--- config.mk ---
export PLATFORM = sky130hd
export DESIGN_NAME = fsk_burst_tx
export DESIGN_NICKNAME = d
export VERILOG_FILES = /design/src/rtl/fsk_burst_pkg.sv /design/src/rtl/fsk_sine_lut.sv /design/src/rtl/fsk_bit_framer.sv /design/src/rtl/fsk_burst_tx.sv
export SDC_FILE = /design/constraint.sdc
export NUM_CORES = 1
export LEC_CHECK = 0
export CAP_MARGIN = 20
export CORE_MARGIN = 2
export CORE_UTILIZATION = 63
export CTS_BUF_LIST = sky130_fd_sc_hd__clkbuf_8
export DETAILED_ROUTE_END_ITERATION = 16
export PLACE_DENSITY = 0.83
export SLEW_MARGIN = 20
export SYNTH_ARGS = -nofsm -noshare
export SYNTH_HDL_FRONTEND = slang
export SYNTH_HIERARCHICAL = 1
export SYNTH_SLANG_ARGS = --single-unit
--- constraint.sdc ---
create_clock -name clk -period 8.9 [get_ports clk]
set_clock_uncertainty 0.05 [all_clocks]
set_input_delay 2.225 -clock clk [delete_from_list [all_inputs] [get_ports clk]]
set_output_delay 2.225 -clock clk [all_outputs]
set_load 0.01 [all_outputs]
--- src/rtl/fsk_burst_pkg.sv ---
package fsk_burst_pkg;

    localparam logic [7:0] FLAG_BYTE  = 8'h7E;
    localparam logic [7:0] ABORT_BYTE = 8'h7F;
    localparam logic [7:0] ESC_BYTE   = 8'h1B;

    localparam int PHASE_W = 9;                 // 512 phase steps per period
    localparam int QTR_N   = 2 ** (PHASE_W - 2); // stored quarter-wave entries
    localparam int SMP_W   = 8;

    // Quarter-wave value round(128 + 127*sin(pi*i/256)) from an integer
    // Taylor series in Q28 fixed point.
    function automatic logic [SMP_W-1:0] quarter_sine(input int unsigned i);
        longint x, x2, t, s;
        x  = (longint'(i) * 64'sd843314857) >>> 8;   // pi * 2^28 / 256 * i
        x2 = (x * x) >>> 28;
        t  = x;
        s  = x;
        for (int k = 1; k <= 4; k++) begin
            t = -((t * x2) >>> 28) / longint'((2 * k) * (2 * k + 1));
            s = s + t;
        end
        return SMP_W'(128 + ((127 * s + (64'sd1 <<< 27)) >>> 28));
    endfunction

endpackage

--- src/rtl/fsk_sine_lut.sv ---
module fsk_sine_lut
    import fsk_burst_pkg::*;
(
    input  logic [PHASE_W-1:0] phase,
    output logic [SMP_W-1:0]   value
);
    localparam int IDX_W = PHASE_W - 2;

    logic [SMP_W-1:0] qtab [QTR_N];

    for (genvar g = 0; g < QTR_N; g++) begin : g_tab
        assign qtab[g] = quarter_sine(g);
    end

    logic [IDX_W-1:0] idx;
    logic [SMP_W-1:0] mag;

    always_comb begin
        // second quarter mirrors the first: 255 - r == ~r[6:0] for r >= 128
        idx   = phase[PHASE_W-2] ? ~phase[IDX_W-1:0] : phase[IDX_W-1:0];
        mag   = qtab[idx];
        value = phase[PHASE_W-1] ? ~mag : mag;
    end

endmodule

--- src/rtl/fsk_bit_framer.sv ---
module fsk_bit_framer
    import fsk_burst_pkg::*;
#(
    parameter int SPB    = 8,
    parameter int PRE_N  = 3,
    parameter int TAIL_N = 2
) (
    input  logic       clk,
    input  logic       rst_n,
    input  logic       strobe,
    input  logic       start,
    input  logic [7:0] in_data,
    input  logic       in_valid,
    output logic       in_ready,
    output logic       step_o,
    output logic       halt_o,
    output logic       restart_o,
    output logic       tone_nx_o,
    output logic       busy_o,
    output logic       abort_o
);
    localparam int SIDX_W = (SPB > 1) ? $clog2(SPB) : 1;
    localparam int PRE_W  = (PRE_N > 0) ? $clog2(PRE_N + 1) : 1;
    localparam int TAIL_W = (TAIL_N > 0) ? $clog2(TAIL_N + 1) : 1;

    typedef struct packed {
        logic              busy;
        logic              abort;
        logic              hold_v;
        logic [7:0]        hold_b;
        logic [7:0]        cur_b;
        logic [7:0]        mask;
        logic [3:0]        ones;
        logic              sok;     // current byte may be stuffed
        logic              tone;    // 0 mark, 1 space
        logic [SIDX_W-1:0] sidx;
        logic [PRE_W-1:0]  pre;
        logic [TAIL_W-1:0] tail;
    } fr_t;

    fr_t fr_d, fr_q;

    logic [7:0] pick;
    logic       take_hold, take_direct, stop, esc_fail;

    always_comb begin
        fr_d        = fr_q;
        fr_d.abort  = 1'b0;
        step_o      = 1'b0;
        halt_o      = 1'b0;
        restart_o   = 1'b0;
        take_hold   = 1'b0;
        take_direct = 1'b0;
        stop        = 1'b0;
        esc_fail    = 1'b0;
        pick        = fr_q.cur_b;

        if (strobe && fr_q.busy) begin
            if (fr_q.sidx == '0) begin
                if (fr_q.mask == '0) begin
                    if (!fr_q.hold_v && fr_q.tail == '0) begin
                        stop = 1'b1;
                    end else begin
                        if (!fr_q.sok) fr_d.ones = '0;
                        fr_d.sok = 1'b1;
                        if (fr_q.pre != '0) begin
                            fr_d.pre = fr_q.pre - PRE_W'(1);
                            pick     = FLAG_BYTE;
                        end else if (!fr_q.hold_v) begin
                            fr_d.tail = fr_q.tail - TAIL_W'(1);
                            pick      = FLAG_BYTE;
                        end else begin
                            pick      = fr_q.hold_b;
                            take_hold = 1'b1;
                        end
                        if (take_hold && pick == ESC_BYTE) begin
                            if (in_valid) begin
                                pick        = in_data;
                                take_direct = 1'b1;
                            end else begin
                                stop     = 1'b1;
                                esc_fail = 1'b1;
                            end
                        end else if (pick == FLAG_BYTE || pick == ABORT_BYTE) begin
                            fr_d.sok = 1'b0;
                        end
                        fr_d.cur_b = pick;
                        fr_d.mask  = 8'h01;
                    end
                end
                if (!stop) begin
                    if (fr_d.sok && fr_d.ones >= 4'd5) begin
                        fr_d.ones = '0;
                        fr_d.tone = ~fr_d.tone;
                    end else begin
                        if ((fr_d.cur_b & fr_d.mask) != 8'h00) begin
                            if (fr_d.ones != 4'hF) fr_d.ones = fr_d.ones + 4'd1;
                        end else begin
                            fr_d.ones = '0;
                            fr_d.tone = ~fr_d.tone;
                        end
                        fr_d.mask = fr_d.mask << 1;
                    end
                    fr_d.sidx = SIDX_W'(SPB - 1);
                    step_o    = 1'b1;
                end
            end else begin
                fr_d.sidx = fr_q.sidx - SIDX_W'(1);
                step_o    = 1'b1;
            end
            if (stop) begin
                fr_d.busy  = 1'b0;
                fr_d.abort = esc_fail;
                fr_d.mask  = '0;
                fr_d.sidx  = '0;
                halt_o     = 1'b1;
            end
        end

        in_ready = !fr_q.hold_v || take_hold;
        if (take_direct) begin
            fr_d.hold_v = 1'b0;
        end else if (in_ready) begin
            fr_d.hold_v = in_valid;
            fr_d.hold_b = in_data;
        end

        if (start) begin
            fr_d.tail = TAIL_W'(TAIL_N);
            if (!fr_q.busy) begin
                fr_d.busy = 1'b1;
                fr_d.tone = 1'b0;
                fr_d.ones = '0;
                fr_d.sok  = 1'b1;
                fr_d.mask = '0;
                fr_d.sidx = '0;
                fr_d.pre  = PRE_W'(PRE_N);
                restart_o = 1'b1;
            end
        end

        tone_nx_o = fr_d.tone;
    end

    always_ff @(posedge clk or negedge rst_n) begin
        if (!rst_n) fr_q <= '0;
        else        fr_q <= fr_d;
    end

    assign busy_o  = fr_q.busy;
    assign abort_o = fr_q.abort;

    // a stuffable byte never carries a run longer than five ones
    a_r6_ones_limit: assert property (@(posedge clk) disable iff (!rst_n)
        fr_q.sok |-> (fr_q.ones <= 4'd5));

    // the tone moves only when a new line bit begins
    a_r4_tone_on_bit_edge: assert property (@(posedge clk) disable iff (!rst_n)
        (fr_q.tone != $past(fr_q.tone)) |-> ($past(fr_q.sidx) == '0));

    // abort is a single clock and only while idle
    a_r11_abort_single: assert property (@(posedge clk) disable iff (!rst_n)
        fr_q.abort |=> !fr_q.abort);
    a_r11_abort_idle: assert property (@(posedge clk) disable iff (!rst_n)
        fr_q.abort |-> !fr_q.busy);

endmodule

--- src/rtl/fsk_burst_tx.sv ---
module fsk_burst_tx
    import fsk_burst_pkg::*;
#(
    parameter int SAMPLE_HZ = 9600,
    parameter int BAUD_HZ   = 1200,
    parameter int MARK_HZ   = 1200,
    parameter int SPACE_HZ  = 2200,
    parameter int PRE_MS    = 20,
    parameter int TAIL_MS   = 10
) (
    input  logic       clk,
    input  logic       rst_n,
    input  logic       sample_en,
    input  logic       start,
    input  logic [7:0] byte_data,
    input  logic       byte_valid,
    output logic       byte_ready,
    output logic [7:0] sample_out,
    output logic       busy,
    output logic       abort
);
    localparam int SPB      = SAMPLE_HZ / BAUD_HZ;
    localparam int PRE_N    = (PRE_MS * BAUD_HZ + 4000) / 8000;
    localparam int TAIL_N   = (TAIL_MS * BAUD_HZ + 4000) / 8000;
    localparam int MARK_INC  = ((2 ** PHASE_W) * MARK_HZ + SAMPLE_HZ / 2) / SAMPLE_HZ;
    localparam int SPACE_INC = ((2 ** PHASE_W) * SPACE_HZ + SAMPLE_HZ / 2) / SAMPLE_HZ;

    typedef struct packed {
        logic [PHASE_W-1:0] acc;
        logic [SMP_W-1:0]   smp;
    } tg_t;

    tg_t tg_d, tg_q;

    logic step, halt, restart, tone_nx;
    logic [PHASE_W-1:0] phase_nx;
    logic [SMP_W-1:0]   lut_val;

    fsk_bit_framer #(.SPB(SPB), .PRE_N(PRE_N), .TAIL_N(TAIL_N)) u_framer (
        .clk       (clk),
        .rst_n     (rst_n),
        .strobe    (sample_en),
        .start     (start),
        .in_data   (byte_data),
        .in_valid  (byte_valid),
        .in_ready  (byte_ready),
        .step_o    (step),
        .halt_o    (halt),
        .restart_o (restart),
        .tone_nx_o (tone_nx),
        .busy_o    (busy),
        .abort_o   (abort)
    );

    assign phase_nx = tg_q.acc + (tone_nx ? PHASE_W'(SPACE_INC) : PHASE_W'(MARK_INC));

    fsk_sine_lut u_lut (
        .phase (phase_nx),
        .value (lut_val)
    );

    always_comb begin
        tg_d = tg_q;
        if (restart) tg_d.acc = '0;
        if (step) begin
            tg_d.acc = phase_nx;
            tg_d.smp = lut_val;
        end else if (halt) begin
            tg_d.smp = '0;
        end
    end

    always_ff @(posedge clk or negedge rst_n) begin
        if (!rst_n) tg_q <= '0;
        else        tg_q <= tg_d;
    end

    assign sample_out = tg_q.smp;

    // no tone leaves the block while idle
    a_r10_idle_silent: assert property (@(posedge clk) disable iff (!rst_n)
        !busy |-> (sample_out == '0));

    // the phase moves only on a strobe
    a_r3_acc_holds: assert property (@(posedge clk) disable iff (!rst_n)
        (!sample_en && !start) |=> $stable(tg_q.acc));

endmodule

# Word-level counts from Yosys, hierarchy flattened
# Memories as Yosys holds them, arrays and structs flattened.
# Cells that the tools add are included.
# totals
memories	1
latchBits	0
ff_bits	57
rom_bits	1024
input_bits	13
output_inout_bits	11
ramBits	0
wordCells	141
# memory_table
name	depth	word_bits	read_ports	rd_clocked_by_memory_dff	wr	line	rtl
(no name shown)	128	8	1	0	0	fsk_sine_lut.sv:21	mag = qtab[idx];
# classes
reduce_logical	21
mux	85
add_sub_neg	5
n_shift	0
n_lt_le_gt_ge	2
bitwise_logic	6
div	0
n_mul	0
n_eq_ne	7
# op_table
operator	count
$mux 21	6
$mux 8	15
$mux 1	41
$mux 4	8
$mux 9	3
$mux 19	1
$eq 8x7->1 const B	2
$mux 14	1
$reduce_bool 2->1	7
$mux 12	1
$mux 2	5
$add 9x7->9	1
$and 8x8->8	1
$eq 8x5->1 const B	1
$ge 8x8->1 const B	1
$logic_not 8->1	1
$not 7->8	1
$not 8->8	1
$reduce_bool 8->1	1
$mux 7	1
$not 7->7	1
$mux 3	2
$mux 6	1
$ne 2x2->1 const B	3
13 further kinds	20

# Logic depth before layout (Yosys ltp)
# depth
word_depth	35
depth_mapped	31
ltp_nobuf	25

# By module
# The synthesis kept the hierarchy.
# by_module_without_submodules
module	cells_per_inst	area_per_inst_um2	instances	seq_area_each_um2
fsk_bit_framer	222	2123.3	1	1001.0
fsk_sine_lut	275	1770.4	1	0.0
fsk_burst_tx	90	959.7	1	425.4

# Worst setup path after synthesis
# OpenSTA, ideal clock, no wires.
# synth_timing
kind	in2reg
start	input byte_valid
end	register tg_q (netlist bit sample_out[0])
stages	24
arrival_ps	7536
path_buffers	5
slack_ps	1248
cell_sequence	or4_1 a21oi_1 buf_2 nor2_1 nand2_1 mux2i_1 ha_1 a31oi_1 o41ai_2 xor2_1 buf_4 buf_4 buf_2 buf_2 xor2_1 inv_1 ha_1 nand2b_1 a311o_1 a32o_1 o311a_1 or2_0 o211ai_2 a22o_1
# synth_via
elab_cells_between_ends	40
# synth_lines
item	line	rtl
from (decl)	fsk_burst_tx.sv:16	input logic byte_valid,
$mux 8	fsk_bit_framer.sv:77	if (in_valid) begin
$mux 8	fsk_bit_framer.sv:76	if (take_hold && pick == ESC_BYTE) begin
$mux 21	fsk_bit_framer.sv:61	if (!fr_q.hold_v && fr_q.tail == '0) begin
$mux 21	fsk_bit_framer.sv:60	if (fr_q.mask == '0) begin
$mux 21	fsk_bit_framer.sv:59	if (fr_q.sidx == '0) begin
$mux 21	fsk_bit_framer.sv:58	if (strobe && fr_q.busy) begin
$and 8x8->8	fsk_bit_framer.sv:96	if ((fr_d.cur_b & fr_d.mask) != 8'h00) begin
$reduce_bool 8->1	fsk_bit_framer.sv:96	
[7 not listed]	-	
via tone_nx	fsk_burst_tx.sv:35	logic step, halt, restart, tone_nx;
[2 not listed]	-	
via phase_nx[7]	fsk_burst_tx.sv:36	logic [PHASE_W-1:0] phase_nx;
$mux 7 *	fsk_sine_lut.sv:20	idx = phase[PHASE_W-2] ? ~phase[IDX_W-1:0] : phase[IDX_W-1:0];
$not 7->8 (not written as such) *	fsk_sine_lut.sv:21	
$mem_v2 128x8 *	-	
$mux 8 (not written as such) * (2 in series)	fsk_sine_lut.sv:21	
$not 8->8	fsk_sine_lut.sv:22	value = phase[PHASE_W-1] ? ~mag : mag;
$mux 8 *	fsk_sine_lut.sv:22	
via lut_val[0]	fsk_burst_tx.sv:37	logic [SMP_W-1:0] lut_val;
$mux 8 *	fsk_burst_tx.sv:65	if (step) begin
to (signal assigned)	fsk_burst_tx.sv:75	else tg_q <= tg_d;
to (decl)	fsk_burst_tx.sv:33	tg_t tg_d, tg_q;
# The timed path passes the listed nets; every way through them passes the cells marked *. The select of a mux whose other input is x is not followed.
# A chain may end at the register's enable or synchronous reset.

# Worst setup path after layout
# Same ends and word-level chain as after synthesis.

==> metrics.md <==
| Metric | Value |
|---|---|
| R2R cell count | 24 |
| Fmax achieved | 0.127 GHz |
| Most common cell after layout, fill and taps aside | nand2_1 |
| DR vias | 4,645 |
| CP Cell Sequence | clkdlybuf4s50_1 > or4_1 > a21oi_1 > nor2_1 > nand2_1 > mux2i_1 > ha_1 > a31oi_1 > o41ai_2 > xor2_2 > xor2_1 > inv_1 > ha_1 > nor2b_1 > o21ai_1 > nand3_1 > a221oi_1 > a211o_1 > o211ai_2 > a22o_1 |
| Met2 wire len | 5.80 mm |
| CP required | 9.07 ns |
| Most frequent cells in the layout | 62 x nand2_1, 57 x dfrtp_1, 39 x nor2_1 |
| Cts repair resizes | 0 |
| Status | finished, final reports clean |
| Gpl congestion | 1.00 |
| Syn nets | 620 |
| Min Tclk post-route | 7.89 ns |
| Number of antenna diodes | 0 |
| Netlist cell types | 84 |
| Antenna-violating nets left | 0 |
| Clock transition at path regs | 0.08 ns |
| Final setup viols | 0 |
| Worst-margin pin slew | 0.989 ns |
| CTS tree | built |
| Slew Viols, Final | 0 |
| Fin nets | 617 |
| Met1 wire length | 5.95 mm |
| Crit. End Element | flop |
| Pin count of the biggest net entering global routing | 58 |
| Yosys warns | 6 |
| DR WL met3 | 973 µm |
| Max-cap violations | 0 |
| Hold Crit Endpoint | u_framer/fr_q[26] |
| EDFF count, synth | 0 |
| H-tree depth | 3 |
| Die height | 91.8 µm |
| Max layer used | met4 |
| Via density | 6.72 |
| Clk Latency, worst-skew pair | 0.34 ns |
| CP most frequent cell | ha_1 |
| Crit path buffers/inverters | 2 |
| Fillers | 615 |
| Worst setup startpoint | byte_valid |
| Die Wd | 91.8 µm |
| Final setup TNS | 0 ns |
| Final wirelength | 13.1 mm |
| Clock tree buffer depth | 2 |
| DRC | 0 |
| FP Rows | 32 |
| PortBufs | 23 |
| Worst Hold Class | flop to flop |
| Io pins | 24 |
| Crit-path max cell delay | 0.57 ns |
| TritonRoute pass-1 iters | 5 |
| Ys flop type | dfrtp_1 |
| Seq/Total Area, Yosys | 0.294 |
| Core area | 7610 µm² |
| Mapped Cells | 587 |
| Relative slew slack | 0.336 |
| Reg2Reg Setup Slack | 1.47 ns |
| Wire length per cell | 18.9 µm |
| Die area | 8420 µm² |
| Final hold violations | 0 |
| Inst Count DP | 675 |
| Layout cells sized above 1 | 0.104 |
| First-pass GRT wire length | 22.1 mm |
| CP Launch Type | input pin |
| Period utilisation layout | 0.887 |
| Mapped Avg Cell Area | 8.27 µm² |
| HP Start | u_framer/fr_q[26] |
| Vias in the first global route | 4,438 |
| Dpl hpwl | 9.21 mm |
| Flops & latches, synth | 57 |
| Non-filler cells, final | 691 |
| Synthesized cell area | 4850 µm² |
| CP max stage cell | or4_1 |
| Initial Utilization | 0.638 |
| Cts bufs inserted | 9 |
| Reg-to-reg startpoint | u_framer/fr_q[17] |
| Gr ovfl total | 0 |
| Initial antenna violation count | 0 |
| CTS sink count | 57 |
| Setup Crit Path Kind | input pin to flop |
| Post-CTS setup buffer count | 0 |
| WHS Path Cells | 2 |
| CP arrival | 8.06 ns |
| Layout Utilization | 0.690 |
| Delay-heaviest family, CP | compound AO/OA/AOI/OAI gates |
| Area growth, synth to finish | 8.09% |
| Clk root buf | clkbuf_8 |
| Peak fanout along the critical path | 9 |
| Post-synthesis async set-or-reset flop share | 1.00 |
| RR Endpoint | sample_out[0] |
| RSZ-0062 raised after global routing | false |
| Cts-stage hold buffer count | 0 |
| Iteration-0 DRC Markers | 514 |
| Gr usage total | 0.324 |
[Yosys cell counts, drive strengths merged (14+ instances only)]
master | count | area, µm²
nand3 | 15 | 75.1
dfrtp | 57 | 1430
nand2 | 63 | 239
buf | 34 | 215
inv | 22 | 82.6
o21ai | 37 | 189
ha | 20 | 250
nand2b | 15 | 93.8
a21oi | 30 | 158
o211ai | 14 | 115
nor2 | 39 | 146
[cell families (layout without fill, tap and decap cells)]
family / count (synthesis) / in the layout / synth area share
xor gates and xnor gates: 21 / 21 / 0.0379
muxes: 20 / 20 / 0.0441
DFF: 57 / 57 / 0.294
AOI/OAI and AO/OA: 189 / 189 / 0.278
and+or+nand+nor: 211 / 211 / 0.223
buffers and inverters: 69 / 71 / 0.0714
adders and majority gates: 20 / 20 / 0.0516
[how the worst max path moves through the flow]
stage / to / slack, ns / cells past startpoint
6_report: sample_out[0] / 1.01 / 20
5_1_grt: sample_out[0] / 0.53 / 20
4_1_cts: sample_out[0] / 1.11 / 20
3_5_place_dp: sample_out[0] / 0.79 / 20
3_3_place_gp: sample_out[5] / 0.93 / 20
2_1_floorplan: sample_out[0] / 1.25 / 24
[flip-flops by register name (all words and copies together), names as in the netlist]
signal            count
u_framer/fr_q        38
tg_q                  9
sample_out            8
u_framer/abort_o      1
u_framer/busy_o       1
[worst min-delay path: cells and delay by family, from the launching register on]
| family | cells | cell delay [ns] |
|---|---|---|
| simple gates | 1 | 0.05 |
| flops | 1 | 0.35 |
| compound gates | 1 | 0.07 |
[stage by stage]
step           cell area, µm²  hold WS (ns)  setup slack (ns)
2_1_floorplan            4850         0.399              1.25
3_3_place_gp             5050         0.424             0.928
3_5_place_dp             5050         0.428             0.786
6_report                 5250         0.451              1.01
4_1_cts                  5250         0.448              1.11
5_1_grt                  5250         0.466             0.532
[metal layers]
metal | vias to the layer above | global-route usage
met4 | 0 | 0.111
met5 | - | 0
li1 | 2156 | -
met2 | 213 | 0.472
met3 | 38 | 0.0649
met1 | 2238 | 0.481
[final cells by class]
type | count | area (µm²) | share of cell area
multi-input cells | 461 | 3110 | 0.594
flip-flops and latches | 57 | 1430 | 0.272
repair buffers | 33 | 300 | 0.0572
well taps | 102 | 128 | 0.0243
clock buffers | 9 | 124 | 0.0236
inverters | 22 | 82.6 | 0.0157
clock inverters | 7 | 71.3 | 0.0136
Power is not shown: default switching activity piles up to over one toggle a cycle in this logic, so the estimate is an artifact.
